## src/rtl/cyc_pkg.sv

```systemverilog
package cyc_pkg;
  typedef enum logic {
    SEL_CTRL  = 1'b0,
    SEL_COUNT = 1'b1
  } acc_sel_e;

  localparam int BIT_EN     = 0;
  localparam int BIT_CLR    = 2;
  localparam int BIT_DIV    = 3;
  localparam int BIT_FREEZE = 5;
  localparam logic [31:0] CTRL_WMASK = 32'h0000_0039;
endpackage

```

## src/rtl/cyc_access_check.sv

```systemverilog
module cyc_access_check #(
  parameter int PRIV_W = 2
) (
  input  logic              acc_en,
  input  logic              acc_wr,
  input  logic              acc_sel,
  input  logic [PRIV_W-1:0] priv_lvl,
  input  logic              user_en,
  output logic              ctrl_wr_ok,
  output logic              cnt_wr_ok,
  output logic              fault
);
  import cyc_pkg::*;

  logic lowest;
  logic ctrl_wr_deny;
  logic cnt_deny;

  always_comb begin
    lowest       = (priv_lvl == '0);
    ctrl_wr_deny = acc_en & acc_wr & (acc_sel == SEL_CTRL) & lowest & ~user_en;
    cnt_deny     = acc_en & (acc_sel == SEL_COUNT) & lowest;
    ctrl_wr_ok   = acc_en & acc_wr & (acc_sel == SEL_CTRL) & ~ctrl_wr_deny;
    cnt_wr_ok    = acc_en & acc_wr & (acc_sel == SEL_COUNT) & ~cnt_deny;
    fault        = ctrl_wr_deny | cnt_deny;
  end
endmodule

```

## src/rtl/cyc_ctrl_reg.sv

```systemverilog
module cyc_ctrl_reg #(
  parameter int          REG_W = 32,
  parameter logic [REG_W-1:0] WMASK = '0,
  parameter int          CLR_BIT = 2
) (
  input  logic             clk,
  input  logic             rst_n,
  input  logic             wr_ok,
  input  logic [REG_W-1:0] wdata,
  output logic [REG_W-1:0] ctrl_q,
  output logic             clr_pulse
);
  logic [REG_W-1:0] ctrl_d;

  always_comb begin
    ctrl_d    = (ctrl_q & ~WMASK) | (wdata & WMASK);
    clr_pulse = wr_ok & wdata[CLR_BIT];
  end

  always_ff @(posedge clk or negedge rst_n) begin
    if (!rst_n) begin
      ctrl_q <= '0;
    end else if (wr_ok) begin
      ctrl_q <= ctrl_d;
    end
  end
endmodule

```

## src/rtl/cyc_prescale.sv

```systemverilog
module cyc_prescale #(
  parameter int DIV_LOG2 = 6
) (
  input  logic clk,
  input  logic rst_n,
  input  logic clr,
  input  logic run,
  output logic wrap
);
  logic [DIV_LOG2-1:0] pre_q;
  logic [DIV_LOG2-1:0] pre_d;
  logic                pre_ce;

  always_comb begin
    pre_ce = clr | run;
    pre_d  = clr ? '0 : pre_q + 1'b1;
    wrap   = run & ~clr & (pre_q == '1);
  end

  always_ff @(posedge clk or negedge rst_n) begin
    if (!rst_n) begin
      pre_q <= '0;
    end else if (pre_ce) begin
      pre_q <= pre_d;
    end
  end
endmodule

```

## src/rtl/cyc_count_core.sv

```systemverilog
module cyc_count_core #(
  parameter int CNT_W = 32
) (
  input  logic             clk,
  input  logic             rst_n,
  input  logic             clr,
  input  logic             load,
  input  logic [CNT_W-1:0] load_val,
  input  logic             inc,
  output logic [CNT_W-1:0] cnt_q
);
  logic [CNT_W-1:0] cnt_d;
  logic             cnt_ce;

  always_comb begin
    cnt_ce = clr | load | inc;
    if (clr)       cnt_d = '0;
    else if (load) cnt_d = load_val;
    else           cnt_d = cnt_q + 1'b1;
  end

  always_ff @(posedge clk or negedge rst_n) begin
    if (!rst_n) begin
      cnt_q <= '0;
    end else if (cnt_ce) begin
      cnt_q <= cnt_d;
    end
  end
endmodule

```

## src/rtl/cycle_count_ctrl.sv

```systemverilog
module cycle_count_ctrl #(
  parameter int CNT_W    = 32,
  parameter int DIV_LOG2 = 6,
  parameter int PRIV_W   = 2
) (
  input  logic              clk,
  input  logic              rst_n,
  input  logic              acc_en,
  input  logic              acc_sel,
  input  logic              acc_wr,
  input  logic [CNT_W-1:0]  acc_wdata,
  input  logic [PRIV_W-1:0] priv_lvl,
  input  logic              user_en,
  output logic [CNT_W-1:0]  acc_rdata,
  output logic              undef_fault
);
  import cyc_pkg::*;

  localparam logic [CNT_W-1:0] WMASK = CNT_W'(CTRL_WMASK);

  logic             ctrl_wr_ok;
  logic             cnt_wr_ok;
  logic             fault;
  logic [CNT_W-1:0] ctrl_q;
  logic [CNT_W-1:0] cnt_q;
  logic             clr_pulse;
  logic             active;
  logic             wrap;
  logic             inc;

  cyc_access_check #(.PRIV_W(PRIV_W)) u_acc (
    .acc_en    (acc_en),
    .acc_wr    (acc_wr),
    .acc_sel   (acc_sel),
    .priv_lvl  (priv_lvl),
    .user_en   (user_en),
    .ctrl_wr_ok(ctrl_wr_ok),
    .cnt_wr_ok (cnt_wr_ok),
    .fault     (fault)
  );

  cyc_ctrl_reg #(.REG_W(CNT_W), .WMASK(WMASK), .CLR_BIT(BIT_CLR)) u_ctrl (
    .clk      (clk),
    .rst_n    (rst_n),
    .wr_ok    (ctrl_wr_ok),
    .wdata    (acc_wdata),
    .ctrl_q   (ctrl_q),
    .clr_pulse(clr_pulse)
  );

  always_comb begin
    active = ctrl_q[BIT_EN] & ~ctrl_q[BIT_FREEZE];
  end

  cyc_prescale #(.DIV_LOG2(DIV_LOG2)) u_pre (
    .clk  (clk),
    .rst_n(rst_n),
    .clr  (clr_pulse),
    .run  (active),
    .wrap (wrap)
  );

  always_comb begin
    inc = active & (ctrl_q[BIT_DIV] ? wrap : 1'b1);
  end

  cyc_count_core #(.CNT_W(CNT_W)) u_cnt (
    .clk     (clk),
    .rst_n   (rst_n),
    .clr     (clr_pulse),
    .load    (cnt_wr_ok),
    .load_val(acc_wdata),
    .inc     (inc),
    .cnt_q   (cnt_q)
  );

  always_comb begin
    undef_fault = fault;
    if (fault)                     acc_rdata = '0;
    else if (acc_sel == SEL_COUNT) acc_rdata = cnt_q;
    else                           acc_rdata = ctrl_q;
  end
endmodule

```

## config.mk

```make
export PLATFORM = sky130hd
export DESIGN_NAME = cycle_count_ctrl
export DESIGN_NICKNAME = d
export VERILOG_FILES = /design/src/rtl/cyc_pkg.sv /design/src/rtl/cyc_access_check.sv /design/src/rtl/cyc_ctrl_reg.sv /design/src/rtl/cyc_prescale.sv /design/src/rtl/cyc_count_core.sv /design/src/rtl/cycle_count_ctrl.sv
export SDC_FILE = /design/constraint.sdc
export NUM_CORES = 1
export LEC_CHECK = 0
export ABC_CLOCK_PERIOD_IN_PS = 2850
export CAP_MARGIN = 20
export CORE_ASPECT_RATIO = 0.6
export CORE_MARGIN = 2
export CORE_UTILIZATION = 47
export DETAILED_ROUTE_END_ITERATION = 7
export PLACE_DENSITY_LB_ADDON = 0.08
export SYNTH_ARGS = -nofsm -noshare
export SYNTH_HDL_FRONTEND = slang
export SYNTH_HIERARCHICAL = 1
export SYNTH_SLANG_ARGS = --single-unit
```

## constraint.sdc

```tcl
create_clock -name clk -period 2.85 [get_ports clk]
set_clock_uncertainty 0.2 [all_clocks]
set_input_delay 0.285 -clock clk [delete_from_list [all_inputs] [get_ports clk]]
set_output_delay 0.285 -clock clk [all_outputs]
set_load 0.01 [all_outputs]
```

# After elaboration in Yosys (flattened, before gate mapping)
# Index checks and enable logic that the tools add are counted.
dict set report op_classes {
  n_addsub 2
  n_eq_ne 1
  mux 6
  n_bitwise 25
  n_reduce_logical 1
}
# cell count
set ops {}
lappend ops {{32-bit 2-to-1 mux} 4}
lappend ops {{32-bit by 1-bit adder with 32-bit output, second input constant} 1}
lappend ops {{32-bit by 6-bit OR with 32-bit output} 1}
lappend ops {{1-bit AND} 14}
lappend ops {{6-bit by 1-bit adder with 6-bit output, second input constant} 1}
lappend ops {{6-bit equality test, second input constant} 1}
lappend ops {{6-bit 2-to-1 mux} 1}
lappend ops {{1-bit inverter} 6}
lappend ops {{1-bit OR} 4}
lappend ops {{2-bit logical NOT} 1}
lappend ops {{1-bit 2-to-1 mux} 1}
dict set report word_totals {
  register_bits 70
  out_inout_bits 33
  elab_cells 38
}

# Logic depth before layout (Yosys ltp)
# Gate-level depths: netlist of the first run.
dict set report depth {
  ltp_word 13
  ltp_mapped 12
  mapped_depth_nobuf 11
}

# Hierarchy
# Netlist of the first run, hierarchy kept.
# module n_inst cells_per_inst area_each_um2 seq_area_each_um2
set modules_own_cells {}
lappend modules_own_cells {cyc_count_core 1 241 2078.2 800.8}
lappend modules_own_cells {cycle_count_ctrl 1 74 540.5 0.0}
lappend modules_own_cells {cyc_ctrl_reg 1 38 366.6 100.1}
lappend modules_own_cells {cyc_prescale 1 26 277.8 150.1}
lappend modules_own_cells {cyc_access_check 1 7 41.3 0.0}

# Worst setup path before layout of the first run
# OpenSTA, ideal clock, no wires.
dict set report synth_path {
  path_type {register to register}
  from {register u_ctrl.ctrl_q[5]}
  to {register u_cnt.cnt_q[14]}
  setup_ps 119
  t_arrival_ps 2541
  required_ps 2531
  setup_slack_ps -10
  stages_incl_launch_ff 12
  path_buffers 1
  path_cell_list {dfrtp_1 > nor2b_1 > nand4_1 > nor3_1 > inv_1 > a21boi_0 > buf_2 > nand2_1 > nor4_1 > nand4_1 > xnor2_1 > o21a_1}
}
dict set report synth_via {
  elab_chain_cells 7
}
# element line
set synth_lines {}
lappend synth_lines {{start, declared} cyc_ctrl_reg.sv:10} ;# output logic [REG_W-1:0] ctrl_q,
lappend synth_lines {{start signal, assigned} cyc_ctrl_reg.sv:24} ;# ctrl_q <= ctrl_d;
lappend synth_lines {{1-bit inverter} cycle_count_ctrl.sv:52} ;# active = ctrl_q[BIT_EN] & ~ctrl_q[BIT_FREEZE];
lappend synth_lines {{1-bit AND} cycle_count_ctrl.sv:52}
lappend synth_lines {{via active} cycle_count_ctrl.sv:27} ;# logic active;
lappend synth_lines {{1-bit AND (2 in a row)} cyc_prescale.sv:17} ;# wrap = run & ~clr & (pre_q == '1);
lappend synth_lines {{via wrap} cycle_count_ctrl.sv:28} ;# logic wrap;
lappend synth_lines {{1-bit 2-to-1 mux} cycle_count_ctrl.sv:64} ;# inc = active & (ctrl_q[BIT_DIV] ? wrap : 1'b1);
lappend synth_lines {{1-bit AND} cycle_count_ctrl.sv:64}
lappend synth_lines {{via inc} cycle_count_ctrl.sv:29} ;# logic inc;
lappend synth_lines {{1-bit OR} cyc_count_core.sv:16} ;# cnt_ce = clr | load | inc;
lappend synth_lines {{end signal, assigned} cyc_count_core.sv:26} ;# cnt_q <= cnt_d;
lappend synth_lines {{end, declared} cyc_count_core.sv:10} ;# output logic [CNT_W-1:0] cnt_q
# The timed path passes the listed nets, and every way through them passes these cells.
# A chain may end at the register's enable or synchronous reset.

# Final worst setup path of the first run
dict set report layout_path {
  from {input port priv_lvl[1]}
  to {register u_cnt.cnt_q[27]}
}
dict set report layout_via {
  elab_chain_cells 12
  word_cells_on_any_way 18
}
# element line
set layout_lines {}
lappend layout_lines {{start, declared} cycle_count_ctrl.sv:12} ;# input logic [PRIV_W-1:0] priv_lvl,
lappend layout_lines {{2-bit logical NOT} cyc_access_check.sv:20} ;# lowest = (priv_lvl == '0);
lappend layout_lines {{1-bit AND (2 in a row)} cyc_access_check.sv:21} ;# ctrl_wr_deny = acc_en & acc_wr & (acc_sel == SEL_CTRL) & lowest & ~user_en;
lappend layout_lines {{1-bit inverter} cyc_access_check.sv:23} ;# ctrl_wr_ok = acc_en & acc_wr & (acc_sel == SEL_CTRL) & ~ctrl_wr_deny;
lappend layout_lines {{1-bit AND} cyc_access_check.sv:23}
lappend layout_lines {{via ctrl_wr_ok} cycle_count_ctrl.sv:21} ;# logic ctrl_wr_ok;
lappend layout_lines {{1-bit AND} cyc_ctrl_reg.sv:17} ;# clr_pulse = wr_ok & wdata[CLR_BIT];
lappend layout_lines {{via clr_pulse} cycle_count_ctrl.sv:26} ;# logic clr_pulse;
lappend layout_lines {{1-bit inverter} cyc_prescale.sv:17}
lappend layout_lines {{1-bit AND (2 in a row)} cyc_prescale.sv:17}
lappend layout_lines {{via wrap} cycle_count_ctrl.sv:28}
lappend layout_lines {{1-bit 2-to-1 mux} cycle_count_ctrl.sv:64}
lappend layout_lines {{1-bit AND} cycle_count_ctrl.sv:64}
lappend layout_lines {{via inc} cycle_count_ctrl.sv:29}
lappend layout_lines {{1-bit OR} cyc_count_core.sv:16}
# The timed path passes the listed nets, and every way through them passes these cells.

==> metrics list, run 1 <==
- Setup violations, final: 0
- Port Buf Inserts: 72
- TritonCTS built the clock tree.
* Final critical-path share of the clock period: 92.1%
* Die Area: 7740 um2
- Area growth, synth to finish: 29.5%
* Worst Setup Path Type: input pin to flip-flop
- Post-synth top area cell: sky130_fd_sc_hd__dfrtp_1
- At the end of the flow, the number of nets in the layout was 507.
- Number of nets with antenna violations after detailed routing: 0
- Summing every instance area after synthesis gives 3300 um2.
- Worst reg2reg setup slack: 0.28 ns
- Synthesis produced a netlist whose cell count is 386.
- In the synthesized netlist the dominant register cell turns out to be sky130_fd_sc_hd__dfrtp_1.
* Die Width: 112 um
- The most common cell in the synthesized netlist is sky130_fd_sc_hd__nor2_1.
* Total number of vias: 2885
- Pin count of the biggest net entering global routing: 58
- Maximum root-to-sink buffer count: 2
* Hold Violations, Final: 0
* RSZ-0062 raised after global routing: no
- Routed WL per cell: 14.9 um
* Tightest slew margin relative to the limit: 33.9%
- Total number of placement rows: 23
* Buffer cell driving the clock tree root: sky130_fd_sc_hd__clkbuf_16
- Clock sink count: 42
- Summed over its instances, the top area cell type makes up 31.8% of the synthesized netlist area.
- In this run the most critical hold path is launched from u_ctrl/ctrl_q[4].
- In the final layout, the multi-input gates occupy 1990 um2.
- Total Wirelength: 8270 um
- Initial cell density of the core: 49.1%
- The number of global-route vias before repair is 2571.
* Worst Path Required: 2.82 ns
- For this run, the top clock speed supported by timing is 381 MHz.
* Antenna fix cells: 0
- Post-synth cell types: 48
* Vias/cell: 5.22
- Core footprint: 6730 um2
- Along the worst path, the maximum fanout reaches 7.
* CP endpoint kind: flip-flop
* Post-DP HPWL: 5820 um
- Violation count after the first detailed-routing iteration: 138
* Warnings from Yosys: 6
- Fillcell total: 621
- For this run, the detailed router's first-pass iteration total came to 4.
- CP startpoint kind: input pin
- The commonest cells after synthesis are sky130_fd_sc_hd__nor2_1 (57), sky130_fd_sc_hd__dfrtp_1 (42), sky130_fd_sc_hd__mux2i_1 (37), sky130_fd_sc_hd__buf_4 (29).
* First-pass GRT wire length: 13000 um
* CTS HTree Levels: 2
- Cell area after placement: 4040 um2
- For this design the top-level I/O count stands at 73.
- Counting flops and latches in the post-synthesis netlist gives 42.
- Pwr Density: 566 nW/um2
- Subtracting the final worst setup slack from the clock period gives 2.63 ns.
- Residual DRC count: 0
- Fraction of synthesis flops using an asynchronous set or reset pin: 100%
- Measured in cells, the most critical reg-to-reg path has a length of 12.
- The startpoint identified for the worst register-to-register timing path is u_ctrl/ctrl_q[5].
* Post-layout util: 63.6%
- The min-delay analysis places its worst path in the category flip-flop to flip-flop.
- The initial antenna violation count was 0.
- In the final layout, flip-flops and latches occupy 1050 um2.
- The post-route netlist has 11.4% of its cells at a drive strength greater than 1.
* Height of the chip: 69.0 um
* Worst-Margin Slew: 0.991 ns
- Maximum vdd drop: 397 uV
* GP Congestion: 0.849
- Worst hold path stage count: 1
- Post-synth EDFFs: 0
- Post-route standard cell area excluding fillers: 4280 um2
- In this run, CTS created clock tree buffers numbering 5.
- The analysis attributes to cell leakage a power of 1.91 nW.
- Across every metal layer, demand over resource in global routing totals 21.4%.
- Global routing finished with a remaining overflow of 0.
* Data arrival time at the worst-slack endpoint: 2.60 ns
- Status: complete, no violations
- Main area contributors after synthesis: sky130_fd_sc_hd__dfrtp_1 (32%), sky130_fd_sc_hd__mux2i_1 (11%), sky130_fd_sc_hd__buf_4 (6.6%), sky130_fd_sc_hd__nor2_1 (6.5%), sky130_fd_sc_hd__xnor2_1 (5.8%)
- Averaged over all synthesized cells, the footprint is 8.56 um2.
- Total power consumption of the routed design: 2.42 mW
* Post-synthesis sequential area ratio: 31.8%
- The number of pins exceeding their max-slew limit in the final report came to 0.
* Max-cap check violation count: 0
* Clock input transition at the sequential cells of the worst setup and hold paths: 0.06 ns
- For the worst-skew pair, the clock arrives at the later sink with an insertion delay of 0.28 ns.
* Hold Crit Endpoint: u_ctrl/ctrl_q[4]
* Endpoint of the lowest-slack register-to-register path: u_cnt/cnt_q[27]
worst max path at each step:
| stage | cells after the start | start | to |
|---|---|---|---|
| final | 14 | priv_lvl[1] | u_cnt/cnt_q[27] |
| after global routing | 14 | priv_lvl[1] | u_cnt/cnt_q[27] |
| after CTS | 14 | priv_lvl[1] | u_cnt/cnt_q[26] |
| after detailed placement | 14 | priv_lvl[1] | u_cnt/cnt_q[27] |
| after global placement | 14 | priv_lvl[1] | u_cnt/cnt_q[27] |
| after floorplan | 11 | u_ctrl/ctrl_q[5] | u_cnt/cnt_q[27] |
final cells by class:
cell class / count / area share [%]
Timing Repair Buffer: 95 / 21.2
Clock inverter: 3 / 0.935
Multi-Input combinational cell: 306 / 46.5
Inverter: 15 / 1.32
Tap cell: 87 / 2.54
Sequential cell: 42 / 24.6
Clock buffer: 5 / 2.92
cell families (layout without fill, tap and decap cells):
| family | Yosys count | count (layout) | share of synthesized area (%) |
|---|---|---|---|
| AND/OR/NAND/NOR | 154 | 154 | 24.4 |
| XOR/XNOR | 29 | 29 | 7.69 |
| adder cells (fa/ha/maj) | 2 | 2 | 0.757 |
| other | 1 | 28 | 0.113 |
| AO/OA/AOI/OAI | 52 | 52 | 10.1 |
| flip-flops | 42 | 42 | 31.8 |
| multiplexers | 41 | 41 | 12.6 |
| buffers and inverters | 65 | 118 | 12.5 |
power by group:
part | leakage, nW | total, mW | internal, mW | switching (mW)
registers | 0.523 | 0.960 | 0.749 | 0.211
logic | 1.30 | 0.827 | 0.466 | 0.361
clock network | 0.0836 | 0.635 | 0.410 | 0.225
sequential cells by signal, summed over array words and instances, names as in the netlist:
signal / count
u_cnt/cnt_q: 32
u_pre/pre_q: 6
u_ctrl/ctrl_q: 4
metal layers:
layer / vias to the layer above / part of all wire [%] / global-route usage (%)
met1: 1359 / 53 / 32.3
met3: 2 / 4.8 / 3.58
li1: 1447 / - / -
met5: - / 0 / 0
met4: 0 / 0.36 / 4.73
met2: 77 / 41 / 32.2
metrics by stage:
step	setup slack [ns]	setup TNS (ns)	std cells	hold WS, ns
after detailed placement	-0.191	-2.13	542	0.298
after global routing	0.0427	0	553	0.339
final	0.224	0	553	0.310
after global placement	-0.0745	-0.655	542	0.289
after floorplan	0.0437	0	413	-0.211
after CTS	0.0572	0	551	0.315
cell usage in the layout (no fill, tap or decap), drive strengths merged, types with 2 or more instances in the layout:
master,Yosys,routed
dlymetal6s2s,0,2
inv,15,15
nand2,19,19
buf,37,24
a21oi,22,22
clkbuf,13,5
and2,2,2
ha,2,2
clkdlybuf4s50,0,68
or3,2,2
and4,5,5
o311ai,2,2
and3,8,8
xnor2,22,22
mux2,4,4
mux2i,37,37
nand3,17,17
nand4,17,17
nor4,6,6
dfrtp,42,42
nor2,57,57
o21a,13,13
a22oi,2,2
nor3,8,8
clkinv,0,2
xor2,7,7
nor2b,8,8
conb,1,28
nor3b,3,3
o21ai,4,4
worst max-delay path, stage by stage:
cell,delay [ns]
sky130_fd_sc_hd__clkdlybuf4s50_1,0.43
sky130_fd_sc_hd__nor3_2,0.13
sky130_fd_sc_hd__nor3_2,0.09
sky130_fd_sc_hd__and2_2,0.19
sky130_fd_sc_hd__nor3_2,0.16
sky130_fd_sc_hd__inv_1,0.07
sky130_fd_sc_hd__a21boi_2,0.13
sky130_fd_sc_hd__buf_6,0.13
sky130_fd_sc_hd__nand4_1,0.12
sky130_fd_sc_hd__nor4_2,0.23
sky130_fd_sc_hd__buf_4,0.17
sky130_fd_sc_hd__nand4_1,0.12
sky130_fd_sc_hd__xnor2_1,0.16
sky130_fd_sc_hd__o21a_1,0.16
repair_timing:
action	CTS	global route
endpoints found under the setup margin	0	16
hold buffers	1	0
endpoints found under the hold margin	6	0
setup buffers	0	2
resized for setup	0	11
Note: power is estimated with default switching activity, not from simulation.
==> run 2, diff against run 1 <==
--- a/config.mk
+++ b/config.mk
@@ -9,9 +9,11 @@
 export CAP_MARGIN = 20
 export CORE_ASPECT_RATIO = 0.6
 export CORE_MARGIN = 2
-export CORE_UTILIZATION = 47
+export CORE_UTILIZATION = 48
+export CTS_BUF_LIST = sky130_fd_sc_hd__clkbuf_2
 export DETAILED_ROUTE_END_ITERATION = 7
 export PLACE_DENSITY_LB_ADDON = 0.08
+export SLEW_MARGIN = 20
 export SYNTH_ARGS = -nofsm -noshare
 export SYNTH_HDL_FRONTEND = slang
 export SYNTH_HIERARCHICAL = 1
==> run 2 against run 1 <==
Compared with the run above: cell area shrank 3.1%; global-route usage rose by 0.67 points; cell count shrank 0.18%; clock power fell by 43%; worst setup slack improved by 0.0070 ns; wire length shrank 2.5%; critical path type is now flip-flop to flip-flop; highest routed layer unchanged.
==> metrics list, run 2 (synthesis gave the netlist of run 1 again) <==
- The worst slew slack as a fraction of its limit was 62.2% (+28 points).
- Die Area: 7590 um2 (-2.0%)
* Pin count of the biggest net entering global routing: 58 (unchanged)
- Data arrival time at the worst-slack endpoint: 2.70 ns (+0.10 ns)
- The worst hold slack came to 0.152 ns (-0.158 ns).
- Leaving out fill and tap cells, the most frequent cells in the layout are sky130_fd_sc_hd__clkdlybuf4s50_1 (70), sky130_fd_sc_hd__nor2_1 (57), sky130_fd_sc_hd__dfrtp_1 (42).
- The combined global-route utilization of all metal layers came to 22.0% (+0.67 points).
* Max-cap check violation count: 0 (unchanged)
- The biggest fanout along the worst timing path came to 5 (-2).
* Post-DP HPWL: 5840 um (+0.22%)
- Clock insertion delay at the later pin of the skew report: 0.42 ns (+0.14 ns)
- More flip-flops sit in one register than any other, and that register is u_cnt/cnt_q.
* Height of the chip: 68.3 um (-0.99%)
- The fraction of final layout cells with drive strength greater than 1 was 10.1% (-1.3 points).
- The remaining routing DRC violations was 0 (unchanged).
* First element of the critical path: u_ctrl/ctrl_q[5]
- The area taken by flip-flops and latches is 1050 um2 (unchanged).
* Routed WL per cell: 14.6 um (-2.3%)
- Cell area after placement: 4050 um2 (+0.31%)
- The I/O pin count is 73 (unchanged).
* Net total in the final layout: 506 (-0.20%)
- The cell that appears most often on the critical path is sky130_fd_sc_hd__buf_4.
* Max Clock Freq: 382 MHz (+0.27%)
* CP endpoint kind: flip-flop
- Core footprint: 6680 um2 (-0.85%)
- The internal power summed over all cells is 1.36 mW (-16%).
- The leakage power figure was 1.82 nW (-4.4%).
- The root buffer cell chosen for the clock tree is sky130_fd_sc_hd__clkbuf_2.
* Maximum root-to-sink buffer count: 2 (unchanged)
- Status: complete, no violations
- The wire length of the first global-routing pass came to 13200 um (+2.0%).
* CTS tree: done
* Antenna fix cells: 0 (unchanged)
- The power per standard cell area was 516 nW/um2 (-8.8%).
- The routed via count divided by cell count is 5.15 (-1.2%).
* Reg-to-reg critical path startpoint: u_ctrl/ctrl_q[5]
* GP Congestion: 0.846 (-0.39%)
* Min cycle time layout: 2.62 ns (-0.00702 ns)
* Initial cell density of the core: 49.5% (+0.42 points)
- Total Wirelength: 8060 um (-2.5%)
* Number of buffers added by the clock tree synthesis step: 5 (unchanged)
- Clock sink count: 42 (unchanged)
- The transition time of the tightest slew-check pin came to 0.568 ns (-0.423 ns).
* Multi-input combinational cell area: 1960 um2 (-1.8%)
* Area growth, synth to finish: 25.5%
* Port Buf Inserts: 72 (unchanged)
- The count of antenna-violating nets left after detailed routing came to 0 (unchanged).
* Fillcell total: 624 (+0.48%)
- The critical path goes through nor2b_1, nand4_1, nor3_2, inv_1, a21boi_0, buf_4, and3_1, nor4b_2, buf_4, xnor2_1, o21a_1, nor2_1.
- Setup violations, final: 0 (unchanged)
- Leaving out fill and tap cells, the most frequent cell in the layout is sky130_fd_sc_hd__clkdlybuf4s50_1.
* Flip-flop count of the largest register after layout: 32 (unchanged)
- Classification of the worst-slack hold path: input pin to asynchronous set/reset pin
* Count of pins over their slew limit: 0 (unchanged)
- The share of power burned in registers is 44.7% (+5.1 points).
* Gate power share: 38.4% (+4.2 points)
* Violation count after the first detailed-routing iteration: 193 (+40%)
- The chip width is 111 um (-1.0%).
- Number of antenna violations at the first check in global routing: 0 (unchanged)
- The overflow left after global routing is 0 (unchanged).
- By startpoint and endpoint, the worst setup path is classified as flip-flop to flip-flop.
- CTS HTree Levels: 2 (unchanged)
- The total vias in the final route was 2845 (-1.4%).
- The final hold violation count came to 0 (unchanged).
* Worst Path Required: 2.94 ns (+0.12 ns)
- Total net switching power: 0.779 mW (-2.2%)
- Clock network fraction of design power: 16.9% (-9.3 points)
- Clock input transition at the sequential cells of the worst setup and hold paths: 0.26 ns (+0.20 ns)
- RSZ-0062 raised after global routing: no
- Slowest cell delay on critical path: 0.46 ns (+0.03 ns)
- The peak supply drop came to 308 uV (-22%).
- The number of rows in the core area was 23 (unchanged).
- The final worst-path cycle share was 91.9% (-0.25 points).
- The worst setup path is launched from a flip-flop.
* Top Registers: u_cnt/cnt_q (32), u_pre/pre_q (6), u_ctrl/ctrl_q (4)
- The iteration count of the initial detailed-routing pass was 4 (unchanged).
* Post-route standard cell area excluding fillers: 4150 um2 (-3.1%)
* Switching fraction of total power: 36.4% (+3.5 points)
* Number of global-route vias before repair: 2603 (+1.2%)
* Cell with the largest stage delay on the worst path: sky130_fd_sc_hd__dfrtp_1
## run 2: worst paths after layout
kind / slack [ns] / cells past startpoint / end
worst min register to register: 0.34 / 1 / u_ctrl/ctrl_q[4]
max in group asynchronous: 1.87 / 2 / u_ctrl/ctrl_q[4]
min in group clk: 0.23 / 4 / u_ctrl/ctrl_q[3]
worst max-delay path: 0.23 / 12 / u_cnt/cnt_q[11]
worst max register to register: 0.23 / 12 / u_cnt/cnt_q[11]
worst min-delay path: 0.15 / 2 / u_cnt/cnt_q[22]
## run 2: area by class of cell
cell class,count,share of cell area (%)
clock inverter,2,0.905
sequential,42,25.3
timing repair buffer,94,21.8
clock buffer,6,0.724
inverter,15,1.36
tap,87,2.63
multi-input combinational,306,47.2
## run 2: per-stage QoR
step | setup WS [ns] | TNS [ns] | total power, mW | std cells | utilization, %
floorplan | 0.0437 | 0 | 1.43 | 413 | -
global route | 0.00710 | 0 | 2.29 | 552 | 62.1
detailed placement | -0.149 | -1.81 | 1.79 | 542 | 60.7
global placement | -0.117 | -1.11 | 1.77 | 542 | 60.7
CTS | 0.197 | 0 | 2.15 | 551 | 61.9
finish | 0.231 | 0 | 2.14 | 552 | 62.1
## run 2: per-layer routing
metal	wire length, um	track usage, %	part of all wire [%]
met1	4340	34.2	54
met2	3240	32.2	40
met4	19	3.24	0.24
met3	473	4.16	5.9
met5	0	0	0
## run 2: critical path, delay by kind of cell (launching register included)
kind,cells,cell delay (ns)
and+or+nand+nor,6,1.05
xor gates and xnor gates,1,0.11
AOI/OAI and AO/OA,2,0.29
DFF,1,0.46
buffers and inverters,3,0.40
## run 2: what timing repair did
item,in CTS,in global routing
setup buffers,0,1
hold endpoints to repair,42,0
resized for setup,0,1
setup endpoints to repair,0,17
hold buffers,1,0
## run 2: power by group through the flow
stage	sequential (mW)	combinational (mW)	clock (mW)
6_report	0.957	0.822	0.361
5_1_grt	0.985	0.910	0.399
4_1_cts	0.955	0.825	0.374
3_5_place_dp	0.968	0.819	0
3_3_place_gp	0.961	0.806	0
2_1_floorplan	0.902	0.533	0
